**src/rtl/mhf_pkg.sv**
```systemverilog
package mhf_pkg;

  localparam int unsigned CRC_W = 32;
  // Reflected form of the Ethernet generator, for a right-shifting register.
  localparam logic [CRC_W-1:0] CRC_POLY_REFL = 32'hEDB8_8320;
  localparam logic [CRC_W-1:0] CRC_PRESET    = '1;

  // Fold one byte into the reflected checksum, least-significant bit first.
  function automatic logic [CRC_W-1:0] crc_fold_byte(input logic [CRC_W-1:0] c_in,
                                                     input logic [7:0]       d);
    logic [CRC_W-1:0] c;
    logic             fb;
    c = c_in;
    for (int k = 0; k < 8; k++) begin
      fb = c[0] ^ d[k];
      c  = c >> 1;
      if (fb) c = c ^ CRC_POLY_REFL;
    end
    return c;
  endfunction

endpackage

```
**src/rtl/mhf_crc.sv**
```systemverilog
module mhf_crc
  import mhf_pkg::*;
(
  input  logic             clk,
  input  logic             rst_n,
  input  logic             take,
  input  logic             start,
  input  logic [7:0]       data,
  output logic [CRC_W-1:0] crc_next
);

  logic [CRC_W-1:0] crc_q;
  logic [CRC_W-1:0] crc_base;

  assign crc_base = start ? CRC_PRESET : crc_q;
  assign crc_next = crc_fold_byte(crc_base, data);

  always_ff @(posedge clk or negedge rst_n) begin
    if (!rst_n)    crc_q <= CRC_PRESET;
    else if (take) crc_q <= crc_next;
  end

endmodule

```
**src/rtl/mhf_ctrl.sv**
```systemverilog
module mhf_ctrl #(
  parameter  int ADDR_BYTES = 6,
  localparam int CNT_W      = $clog2(ADDR_BYTES)
) (
  input  logic clk,
  input  logic rst_n,
  input  logic beat,
  input  logic start,
  input  logic grp_in,
  output logic take,
  output logic last,
  output logic grp_cur
);

  logic             busy_q;
  logic [CNT_W-1:0] cnt_q;
  logic             grp_q;

  assign take    = beat & (start | busy_q);
  assign last    = take & (start ? (ADDR_BYTES == 1) : (cnt_q == CNT_W'(ADDR_BYTES - 1)));
  assign grp_cur = start ? grp_in : grp_q;

  always_ff @(posedge clk or negedge rst_n) begin
    if (!rst_n) begin
      busy_q <= 1'b0;
      cnt_q  <= '0;
      grp_q  <= 1'b0;
    end else if (take) begin
      busy_q <= ~last;
      cnt_q  <= start ? CNT_W'(1) : cnt_q + CNT_W'(1);
      if (start) grp_q <= grp_in;
    end
  end

endmodule

```
**src/rtl/mhf_table.sv**
```systemverilog
module mhf_table #(
  parameter  int REG_W = 32,
  parameter  int SEL_W = 3,
  localparam int NREGS = 1 << SEL_W,
  localparam int TBL_W = NREGS * REG_W
) (
  input  logic             clk,
  input  logic             rst_n,
  input  logic             wr_en,
  input  logic [SEL_W-1:0] wr_idx,
  input  logic [REG_W-1:0] wr_data,
  output logic [TBL_W-1:0] regs_flat
);

  for (genvar r = 0; r < NREGS; r++) begin : g_row
    logic [REG_W-1:0] row_q;

    always_ff @(posedge clk or negedge rst_n) begin
      if (!rst_n)                                  row_q <= '0;
      else if (wr_en && (wr_idx == SEL_W'(r)))     row_q <= wr_data;
    end

    assign regs_flat[r*REG_W +: REG_W] = row_q;
  end

endmodule

```
**src/rtl/mhf_filter.sv**
```systemverilog
module mhf_filter
  import mhf_pkg::*;
#(
  parameter  int ADDR_BYTES = 6,
  parameter  int IDX_W      = 8,
  parameter  int REG_W      = 32,
  localparam int BIT_W      = $clog2(REG_W),
  localparam int SEL_W      = IDX_W - BIT_W,
  localparam int NREGS      = 1 << SEL_W,
  localparam int TBL_W      = NREGS * REG_W
) (
  input  logic             clk,
  input  logic             rst_n,
  input  logic             s_valid,
  output logic             s_ready,
  input  logic             s_start,
  input  logic [7:0]       s_data,
  output logic             res_valid,
  output logic             res_accept,
  input  logic             wr_en,
  input  logic [SEL_W-1:0] wr_idx,
  input  logic [REG_W-1:0] wr_data,
  input  logic [SEL_W-1:0] rd_idx,
  output logic [REG_W-1:0] rd_data
);

  logic             ready_q;
  logic             beat;
  logic             take;
  logic             last;
  logic             grp_cur;
  logic [CRC_W-1:0] crc_next;
  logic [TBL_W-1:0] regs_flat;
  logic [IDX_W-1:0] bin_idx;
  logic [SEL_W-1:0] bin_sel;
  logic [BIT_W-1:0] bin_pos;
  logic             bin_hit;
  logic             res_valid_q;
  logic             res_accept_q;

  always_ff @(posedge clk or negedge rst_n) begin
    if (!rst_n) ready_q <= 1'b0;
    else        ready_q <= 1'b1;
  end

  assign s_ready = ready_q;
  assign beat    = s_valid & ready_q;

  mhf_ctrl #(.ADDR_BYTES(ADDR_BYTES)) u_ctrl (
    .clk     (clk),
    .rst_n   (rst_n),
    .beat    (beat),
    .start   (s_start),
    .grp_in  (s_data[0]),
    .take    (take),
    .last    (last),
    .grp_cur (grp_cur)
  );

  mhf_crc u_crc (
    .clk      (clk),
    .rst_n    (rst_n),
    .take     (take),
    .start    (s_start),
    .data     (s_data),
    .crc_next (crc_next)
  );

  mhf_table #(.REG_W(REG_W), .SEL_W(SEL_W)) u_table (
    .clk       (clk),
    .rst_n     (rst_n),
    .wr_en     (wr_en),
    .wr_idx    (wr_idx),
    .wr_data   (wr_data),
    .regs_flat (regs_flat)
  );

  // Reflected register: the low bits, reversed, are the top bits of the MSB-first checksum.
  for (genvar k = 0; k < IDX_W; k++) begin : g_idx
    assign bin_idx[k] = crc_next[IDX_W-1-k];
  end

  assign bin_sel = bin_idx[IDX_W-1 -: SEL_W];
  assign bin_pos = bin_idx[BIT_W-1:0];
  // Bit numbering counts down from the register MSB: position p lives at REG_W-1-p.
  assign bin_hit = regs_flat[{bin_sel, ~bin_pos}];

  always_ff @(posedge clk or negedge rst_n) begin
    if (!rst_n) begin
      res_valid_q  <= 1'b0;
      res_accept_q <= 1'b0;
    end else begin
      res_valid_q  <= last;
      res_accept_q <= last & grp_cur & bin_hit;
    end
  end

  assign res_valid  = res_valid_q;
  assign res_accept = res_accept_q;
  assign rd_data    = regs_flat[{rd_idx, {BIT_W{1'b0}}} +: REG_W];

endmodule

```
**config.mk**
```make
export PLATFORM = sky130hd
export DESIGN_NAME = mhf_filter
export DESIGN_NICKNAME = d
export VERILOG_FILES = /design/src/rtl/mhf_pkg.sv /design/src/rtl/mhf_crc.sv /design/src/rtl/mhf_ctrl.sv /design/src/rtl/mhf_table.sv /design/src/rtl/mhf_filter.sv
export SDC_FILE = /design/constraint.sdc
export NUM_CORES = 1
export LEC_CHECK = 0
export BUFFER_PORTS_ARGS = -buffer_cell sky130_fd_sc_hd__buf_2
export CAP_MARGIN = 0
export CORE_ASPECT_RATIO = 0.8
export CORE_UTILIZATION = 45
export DETAILED_ROUTE_END_ITERATION = 8
export PLACE_DENSITY = 0.63
export SLEW_MARGIN = 20
export SYNTH_ARGS = -nofsm -noshare
export SYNTH_HDL_FRONTEND = slang
export SYNTH_SLANG_ARGS = --single-unit
```
**constraint.sdc**
```tcl
create_clock -name clk -period 3.6 [get_ports clk]
set_input_delay 0.36 -clock clk [delete_from_list [all_inputs] [get_ports clk]]
set_output_delay 0.36 -clock clk [all_outputs]
set_load 0.02 [all_outputs]
```
## After elaboration in Yosys (flattened, before gate mapping)

Cells that the tools add are included.
W data, S select, Z words.

| storage, ports and cells | value |
|---|---|
| input bits | 51 |
| logic and storage cells | 73 |
| output and inout port bits | 35 |
| bits in registers | 296 |

| operators by class | value |
|---|---|
| muxes and demuxes | 14 |
| $lt $le $gt $ge | 1 |
| eq/ne operators | 8 |
| shift operators | 1 |
| bitwise gates (word level) | 24 |
| reductions and logical operators | 9 |
| add/subtract/negate cells | 1 |

Operator list:

| kind | count |
|---|---|
| $mux W32 | 9 |
| $shiftx A256 B9 Y32 | 1 |
| $not A13 Y14 | 8 |
| $eq A3 B3 Y1 const B | 5 |
| $lt A8 B9 Y1 const B | 1 |
| $bmux W1 S8 | 1 |
| $logic_and A1 B1 Y1 | 8 |
| $xor A1 B1 Y1 | 8 |
| $eq A3 B2 Y1 const B | 2 |
| $and A1 B1 Y1 | 5 |
| $not A5 Y5 | 1 |
| $add A3 B1 Y3 const B | 1 |
| $eq A3 B1 Y1 const B | 1 |
| $logic_not A3 Y1 | 1 |
| $mux W1 | 3 |
| $mux W3 | 1 |
| $not A1 Y1 | 1 |
| $or A1 B1 Y1 | 1 |

## Longest topological paths before layout

Gate-level depths: netlist of the first run.

| logic depth | value |
|---|---|
| depth in word-level cells | 21 |
| gate-level depth with buffers | 17 |
| mapped depth without buffers | 10 |

## By module

Synthesis of the first run repeated with hierarchy kept, for this count alone.

| unflattened totals | value |
|---|---|
| cells, all modules | 1128 |
| area, all modules | 16702.3 um2 |

By module, submodules not included:

| module | cells an instance | instances | area an instance (um2) | sequential area each (um2) |
|---|---|---|---|---|
| mhf_table | 551 | 1 | 9613.0 | 6406.1 |
| mhf_filter | 352 | 1 | 4458.0 | 75.1 |
| mhf_crc | 198 | 1 | 2356.0 | 840.8 |
| mhf_ctrl | 27 | 1 | 275.3 | 125.1 |

## Least setup slack after synthesis of the first run

Ideal clock, no wire load.

| path | value |
|---|---|
| path kind | register to register |
| from | register u_crc.crc_q[4] |
| to | register res_accept_q (netlist: res_accept) |
| slack | 0.238 ns |
| library setup time | 0.129 ns |
| data arrival time | 3.234 ns |
| stages on the path, launching flop included | 12 |
| data required time | 3.471 ns |
| buffers on the path | 1 |
| clock period less this slack | 3.362 ns |
| cells stage by stage | dfstp_2 clkbuf_1 xnor2_1 nor2_1 xnor2_1 xor2_2 mux4_2 mux2_2 o22ai_1 o22ai_1 a211oi_1 o22ai_1 |

| on the way | value |
|---|---|
| word-level cells in the longest chain between the ends | 15 |
| elaborated cells between the ends (all ways) | 16 |
| classes of those cells | mux (11); bitwise (5) |

Ends and longest elaborated chain:

| what | line | source |
|---|---|---|
| start: declaration | mhf_crc.sv:12 | `logic [CRC_W-1:0] crc_q;` |
| start signal: assignment | mhf_crc.sv:20 | `else if (take) crc_q <= crc_next;` |
| $mux W32 * | mhf_crc.sv:15 | `assign crc_base = start ? CRC_PRESET : crc_q;` |
| $mux W32 * (4 in series) | mhf_pkg.sv:17 | `if (fb) c = c ^ CRC_POLY_REFL;` |
| $xor A1 B1 Y1 * | mhf_pkg.sv:15 | `fb = c[0] ^ d[k];` |
| $mux W32 * | mhf_pkg.sv:17 |  |
| $not A13 Y14 (no line) / $mux W32 (equally long branches) | -- |  |
| $mux W32 * (3 in series) | mhf_pkg.sv:17 |  |
| $not A5 Y5 | mhf_filter.sv:86 | `assign bin_hit = regs_flat[{bin_sel, ~bin_pos}];` |
| $bmux W1 S8 * | mhf_filter.sv:86 |  |
| $mux W1 (not written as such) * | mhf_filter.sv:86 |  |
| $and A1 B1 Y1 * | mhf_filter.sv:94 | `res_accept_q <= last & grp_cur & bin_hit;` |
| end signal: assignment | mhf_filter.sv:94 |  |
| end: declaration | mhf_filter.sv:39 | `logic res_accept_q;` |

Mark *: on every way between the ends. The rest lies on a longest branch, timed or not. The select of a mux whose other input is x is not followed.
A chain may end at the register's enable or synchronous reset.

## Final worst setup path of the first run

| path | value |
|---|---|
| from | register u_crc.crc_q[5] |
| to | register res_accept_q (netlist: res_accept) |

| on the way | value |
|---|---|
| word-level cells in the longest chain between the ends | 15 |

Ends and longest elaborated chain:

| what | line |
|---|---|
| $mux W32 * | mhf_crc.sv:15 |
| $mux W32 * (5 in series) | mhf_pkg.sv:17 |
| $xor A1 B1 Y1 * | mhf_pkg.sv:15 |
| $mux W32 * | mhf_pkg.sv:17 |
| $not A13 Y14 (no line) | -- |
| $mux W32 * (2 in series) | mhf_pkg.sv:17 |
| $not A5 Y5 * | mhf_filter.sv:86 |
| $bmux W1 S8 * | mhf_filter.sv:86 |
| $mux W1 (not written as such) * | mhf_filter.sv:86 |
| $and A1 B1 Y1 * | mhf_filter.sv:94 |

Marked as above.

==> results of run 1 <==
-- power groups by stage --
stage / Sequential (µW) / Combinational, µW / Clock [µW]
after floorplan: 4730 / 5600 / 0
after global placement: 5100 / 7920 / 0
after detailed placement: 5120 / 8000 / 0
after CTS: 5070 / 8050 / 3370
after global routing: 5200 / 8680 / 3510
final: 5090 / 8110 / 3310
-- layer usage --
metal | wire length [µm] | global-route usage, % | part of all wire, % | vias up
li1 | - | - | - | 4850
met1 | 21500 | 38.5 | 46 | 5928
met2 | 20500 | 37.3 | 44 | 451
met3 | 4310 | 7.63 | 9.1 | 65
met4 | 813 | 5.43 | 1.7 | 0
met5 | 0 | 0 | 0 | -
-- sequential cells by signal, indices dropped and copies added (netlist names) --
name and flops:
u_ctrl.busy_q 1, res_accept 1, s_ready 1, u_ctrl.cnt_q 3, u_table.g_row.row_q 256, res_valid 1
u_ctrl.grp_q 1, u_crc.crc_q 32
-- cells in the mapped netlist, drive strengths merged (3+ instances only) --
master     n
a221oi     4
o21a       3
mux2     304
a31oi      4
o22ai      9
nand3     33
nand2    108
buf       30
nand4b     3
a2bb2oi    4
xnor3      4
mux2i     36
a21oi      6
xnor2     71
nor3      11
a211oi     7
nor2      44
o211ai     5
mux4      97
a311oi     4
nor4       3
and2       3
clkbuf    65
nand4     10
dfrtp    264
inv        5
xor2      21
o21ai     50
dfstp     32
-- metrics by stage --
stage	area [µm²]	std cells	total power [µW]	setup slack, ns	hold WS (ns)
floorplan	16500	1266	10300	0.238	0.0644
global placement	17700	1789	13000	0.171	0.355
detailed placement	17700	1789	13100	0.111	0.348
CTS	18800	1843	16500	0.183	0.105
global route	18800	1843	17400	0.000667	0.127
finish	18800	1843	16500	0.213	0.127
-- kinds of logic after synthesis --
kind of cell,synth area share (%)
compound gates,4.44
xor+xnor,5.63
fa+ha+maj,0.152
buf+inv,2.47
flops,45.2
mux,36.2
other cells,0.0228
simple gates,5.87
-- cells in the final DEF (no fill, tap or decap), types with 4 or more instances in the layout --
master	Yosys	final
buf_12	0	12
nand4_1	10	10
clkbuf_1	65	4
mux2_2	304	304
clkbuf_8	0	9
clkinv_2	0	5
buf_2	16	83
dfstp_2	32	32
nor2_1	43	42
a2bb2oi_1	4	4
xnor2_1	71	69
xor2_1	20	20
mux2i_1	36	36
nand3_1	33	33
o21ai_0	48	48
a211oi_1	6	6
a311oi_1	4	4
o22ai_1	9	9
o211ai_1	5	5
a31oi_1	4	4
dfrtp_1	264	264
nand2_1	108	107
a21oi_1	6	6
nor3_1	11	9
inv_1	5	5
buf_4	1	42
clkbuf_16	0	31
mux4_2	97	97
a221oi_1	4	4
-- worst max-delay path by stage --
stage,endpoint,slack (ns),depth (start not counted)
final,res_accept,0.21,12
after global routing,res_accept,0.0007,10
after CTS,res_accept,0.18,10
after detailed placement,res_accept,0.11,11
after global placement,res_accept,0.17,11
after floorplan,res_accept,0.24,11
-- final cells by class --
class | count | area (µm²)
Timing Repair Buffer | 139 | 996
Clock buffer | 44 | 915
Sequential cell | 296 | 7450
Clock inverter | 9 | 123
Multi-Input combinational cell | 870 | 8680
Tap cell | 480 | 601
Fill cell | 3164 | 17200
Inverter | 5 | 18.8
-- repair_timing --
item,in CTS,in global routing
hold endpoints to repair,64,0
hold buffers,1,0
endpoints found under the setup margin,0,1
resized for setup,0,4
-- worst max-delay path, stage by stage, from the launching register on --
cell and delay [ns]:
dfstp_2 0.66, xnor3_1 0.27, nand3_1 0.28, nand2_4 0.36, buf_4 0.29, buf_4 0.20
mux2i_1 0.33, mux2i_1 0.14, mux2i_1 0.15, mux2i_1 0.09, o211ai_1 0.20, o221a_2 0.22
o22ai_1 0.07
==> qor.csv, run 1 <==
metric,value,unit
Yosys top cell by area,dfrtp_1,
fmax,295,MHz
area added between synthesis and finish,14.0,%
Post-Syn Area per Cell,13.0,µm²
wire per inst,25.6,µm
RSZ-0062 raised after global routing,no,
number of CTS-inserted buffers,31,
Rel. slew slack,28.0,%
r2r endpoint,res_accept,
"antenna viol nets, final",0,
cell area after synthesis,16500,µm²
status,finished clean,
Crit Path Category,flip-flop to flip-flop,
CTS tree,done,
initial antenna violation count,0,
switching share of total power,38.9,%
R2R Setup Slk,0.21,ns
gpl congestion,0.868,
Die X,216,µm
DIE AREA,37400,µm²
core outline area,36000,µm²
CTS root buffer,clkbuf_16,
Static Leak,0.00775,µW
fin. max-slew vios,0,
Pre-antenna DRT Iters,7,
Final Skew,0.0269,ns
first-pass GRT wire length,73700,µm
"Req. time, crit path",4.06,ns
Cell variety after synth,58,
startpoint type of the worst setup path,flip-flop,
warnings from Yosys,0,
internal power,10100,µW
Final HPWL DP,31700,µm
Starting DRT DRC Count,1005,
CP Data Arrival Time,3.85,ns
clock buffer depth,3,
Die Y,173,µm
initial core utilization,45.8,%
# diodes,0,
Rows,62,
final setup fails,0,
"flops & latches, synth",296,
io pins,86,
max cap viols,0,
gr ovfl total,0,
Syn Inst Count,1266,
worst hold endpoint,u_table.g_row[0].row_q[18],
Syn Nets,1319,
Worst-path clk slew,0.06,ns
H-tree Lvls,1,
FF-to-FF path depth,12,
cell area power density,879,nW/µm²
Setup TNS Final,0,ns
largest cells by area after synthesis,"dfrtp_1, mux2_2, mux4_2",
gr usage total,25.8,%
"Seq/Total Area, Yosys",45.2,%
final wirelength,47200,µm
HP Class,primary input to flip-flop,
number of remaining DRC errors,0,
hold path cells,2,
Util after Layout,52.2,%
"Setup Fix Bufs, Post-CTS",0,
Via-to-Cell Ratio,6.13,
Critical Path Start,u_crc.crc_q[5],
net switching power,6430,µW
Reg2Reg Launch Point,u_crc.crc_q[5],
"EDFF count, synth",0,
top cell type's share of synthesized area,40.1,%
crit path max fanout,17,
Max IR drop VDD,0.536,mV
nets,1396,
Main synth FF type,dfrtp_1,
vias,11294,
via count of the first global-routing pass,11630,
largest net degree at the start of global routing,121,
hold wc startpoint,wr_data[18],
Slew @ Worst Pin,1.08,ns
min cycle time layout,3.39,ns
sequential power share,30.8,%
Clock Latency Late Sink,0.58,ns
Setup crit end kind,flip-flop,
share of post-route cells with drive strength above 1,46.7,%
Clk pwr share,20.1,%
Logic pwr share,49.1,%
# port buffers,85,
final hold violation count,0,
# clock sinks,296,
Async SR Flop Fraction,100,%
Final period util,94.1,%
Note: power is estimated with default switching activity, not from simulation.
==> run 2, diff against run 1 <==
--- a/config.mk
+++ b/config.mk
@@ -11,6 +11,7 @@
 export CORE_UTILIZATION = 45
 export DETAILED_ROUTE_END_ITERATION = 8
 export PLACE_DENSITY = 0.63
+export REMOVE_ABC_BUFFERS = 1
 export SLEW_MARGIN = 20
 export SYNTH_ARGS = -nofsm -noshare
 export SYNTH_HDL_FRONTEND = slang
==> constraint.sdc (replaced) <==
create_clock -name clk -period 3.09 [get_ports clk]
set_input_delay 0.309 -clock clk [delete_from_list [all_inputs] [get_ports clk]]
set_output_delay 0.309 -clock clk [all_outputs]
set_load 0.02 [all_outputs]
==> run 2 against run 1 <==
The flow now finishes with violations (negative setup slack). Core utilization rose by 1.6 points. Sequential share of layout area fell by 1.2 points. Worst hold slack got worse by 0.073 ns. Register-to-register slack got worse by 0.28 ns. Wire length rose by 1.8%. Via count rose by 2.9%. Cell area rose by 3.0%. Total power rose by 22%. Sequential cell count did not move. Non-clock buffer count rose by 57. Critical path depth rose by 1. Critical path type unchanged.
==> qor.csv, run 2 (same netlist as run 1, synthesis figures left out) <==
metric,value,unit,change
Final HPWL DP,33100,µm,+4.3%
gr ovfl total,0,,unchanged
Final period util,102,%,+8.2 points
hold path cells,3,,+1
via count of the first global-routing pass,11758,,+1.1%
share of post-route cells with drive strength above 1,49.5,%,+2.8 points
fin. max-slew vios,0,,unchanged
io pins,86,,unchanged
# clock sinks,296,,unchanged
final setup fails,1,,+1
FF/Latch Area,7450,µm²,unchanged
area post-placement,18200,µm²,+2.7%
most used routing layer,met1,,
worst hold endpoint,u_crc.crc_q[9],,
largest net degree at the start of global routing,96,,-21%
initial antenna violation count,1,,+1
Regs by FF count,"u_table.g_row.row_q (256), u_crc.crc_q (32), u_ctrl.cnt_q (3)",,
Max IR drop VDD,0.447,mV,-17%
DIE AREA,37400,µm²,unchanged
"antenna viol nets, final",0,,unchanged
max cap viols,0,,unchanged
met3 Usage GRT,4.82,%,-2.8 points
Via-to-Cell Ratio,6.10,,-0.53%
GR Layer Usage met2,37.7,%,+0.33 points
number of remaining DRC errors,0,,unchanged
Util after Layout,53.7,%,+1.6 points
Clock Latency Late Sink,0.59,ns,about the same
CP Data Arrival Time,3.63,ns,-0.22 ns
hold wc startpoint,s_data[7],,
r2r endpoint,res_accept,,
# port buffers,85,,unchanged
clock buffer depth,3,,unchanged
crit path max fanout,5,,-12
Die X,216,µm,unchanged
number of CTS-inserted buffers,31,,unchanged
Multi-input gate area,8730,µm²,+0.52%
Rows,62,,unchanged
vias,11618,,+2.9%
core outline area,36000,µm²,unchanged
nets,1453,,+4.1%
CTS root buffer,clkbuf_16,,
Die Y,173,µm,unchanged
final wirelength,48000,µm,+1.8%
largest reg by FF count,u_table.g_row.row_q,,
min cycle time layout,3.16,ns,-0.228 ns
Rel. slew slack,47.4,%,+19 points
max reg flops,256,,unchanged
met1 Usage GRT,41.0,%,+2.5 points
gpl congestion,0.907,,+4.5%
Filler cells,3050,,-3.6%
Crit Path Category,flip-flop to flip-flop,,
FF-to-FF path depth,13,,+1
status,"complete, but fails checks",,
cell area power density,1040,nW/µm²,+18%
RSZ-0062 raised after global routing,yes,,
HP Class,primary input to flip-flop,,
Reg2Reg Launch Point,u_crc.crc_q[0],,
CTS tree,done,,
final hold violation count,0,,unchanged
hold_ws,0.0546,ns,-0.0729 ns
fmax,317,MHz,+7.2%
failing checks,negative setup slack,,
most frequent cells in the layout,"mux2_2, dfrtp_1, nand2_1, mux4_2, buf_4",,
initial core utilization,45.8,%,unchanged
Static Leak,0.00807,µW,+4.1%
"most common cell after layout, fill and taps aside",mux2_2,,
fin area,19300,µm²,+3.0%
PnR worst setup slack,-0.0691,ns,-0.282 ns
first-pass GRT wire length,74600,µm,+1.1%
area added between synthesis and finish,17.4,%,
Starting DRT DRC Count,959,,-4.6%
startpoint type of the worst setup path,flip-flop,,
Slew @ Worst Pin,0.790,ns,-0.290 ns
Worst-path clk slew,0.07,ns,about the same
Setup crit end kind,flip-flop,,
Final Skew,0.0201,ns,-0.00678 ns
R2R Setup Slk,-0.07,ns,-0.28 ns
"Req. time, crit path",3.57,ns,-0.49 ns
Pre-antenna DRT Iters,5,,-2
wire per inst,25.2,µm,-1.6%
H-tree Lvls,1,,unchanged
gr usage total,26.1,%,+0.26 points
-- run 2: cell types whose count changed in the layout (fill, tap and decap cells not counted), sizes merged --
cell / delta
bufinv: -1
clkinvlp: +2
buf: +57
diode: +1
clkinv: +3
inv: +1
-- run 2: final cells by class --
class	count	area share (%)
Clock buffer	44	4.73
Clock inverter	14	0.679
Tap cell	480	3.10
Timing Repair Buffer	196	7.77
Sequential cell	296	38.5
Antenna cell	1	0.0129
Inverter	5	0.0970
Multi-Input combinational cell	870	45.1
-- run 2: worst max-delay path by stage --
stage	from	endpoint	slack (ns)
5_1_grt	u_crc.crc_q[0]	res_accept	-0.24
4_1_cts	u_crc.crc_q[0]	res_accept	-0.09
2_1_floorplan	u_crc.crc_q[4]	res_accept	-1.37
3_5_place_dp	s_data[6]	res_accept	-0.25
3_3_place_gp	s_start	res_accept	-0.21
6_report	u_crc.crc_q[0]	res_accept	-0.07
-- run 2: critical path, stage by stage, from the launching register on --
cell	delay, ns
dfstp_2	0.56
xnor2_2	0.08
or3_4	0.36
buf_6	0.13
a211oi_4	0.26
nor2_4	0.10
buf_12	0.14
mux4_2	0.42
a2111o_1	0.43
o311ai_2	0.09
buf_4	0.17
o22ai_2	0.06
a211oi_2	0.16
o22ai_1	0.10
-- run 2: per-stage QoR --
step	cells	TNS, ns	power, µW	setup slack, ns
CTS	1905	-0.0942	19900	-0.0942
global route	1906	-0.236	21100	-0.236
detailed placement	1845	-0.252	15900	-0.252
finish	1906	-0.0691	20100	-0.0691
global placement	1845	-0.211	15800	-0.211
floorplan	1171	-29.97	11900	-1.37
-- run 2: per-layer routing --
| layer | up-vias | share of wire (%) |
|---|---|---|
| li1 | 4967 | - |
| met1 | 6114 | 48 |
| met2 | 472 | 43 |
| met3 | 65 | 7.2 |
| met4 | 0 | 1.7 |
| met5 | - | 0 |
-- run 2: timing repair --
action / 4_1_cts / 5_1_grt
endpoints found under the setup margin: 1 / 1
hold endpoints to repair: 74 / 0
gates resized for setup: 6 / 6
pin swaps: 2 / 1
hold buffers: 1 / 0
setup buffers: 1 / 0
-- run 2: power breakdown --
part	switching [µW]	leakage, µW	internal (µW)
Combinational	5230	0.00405	5120
Sequential	922	0.00350	4990
Clock	1620	0.000516	2220
Total	7770	0.00807	12300
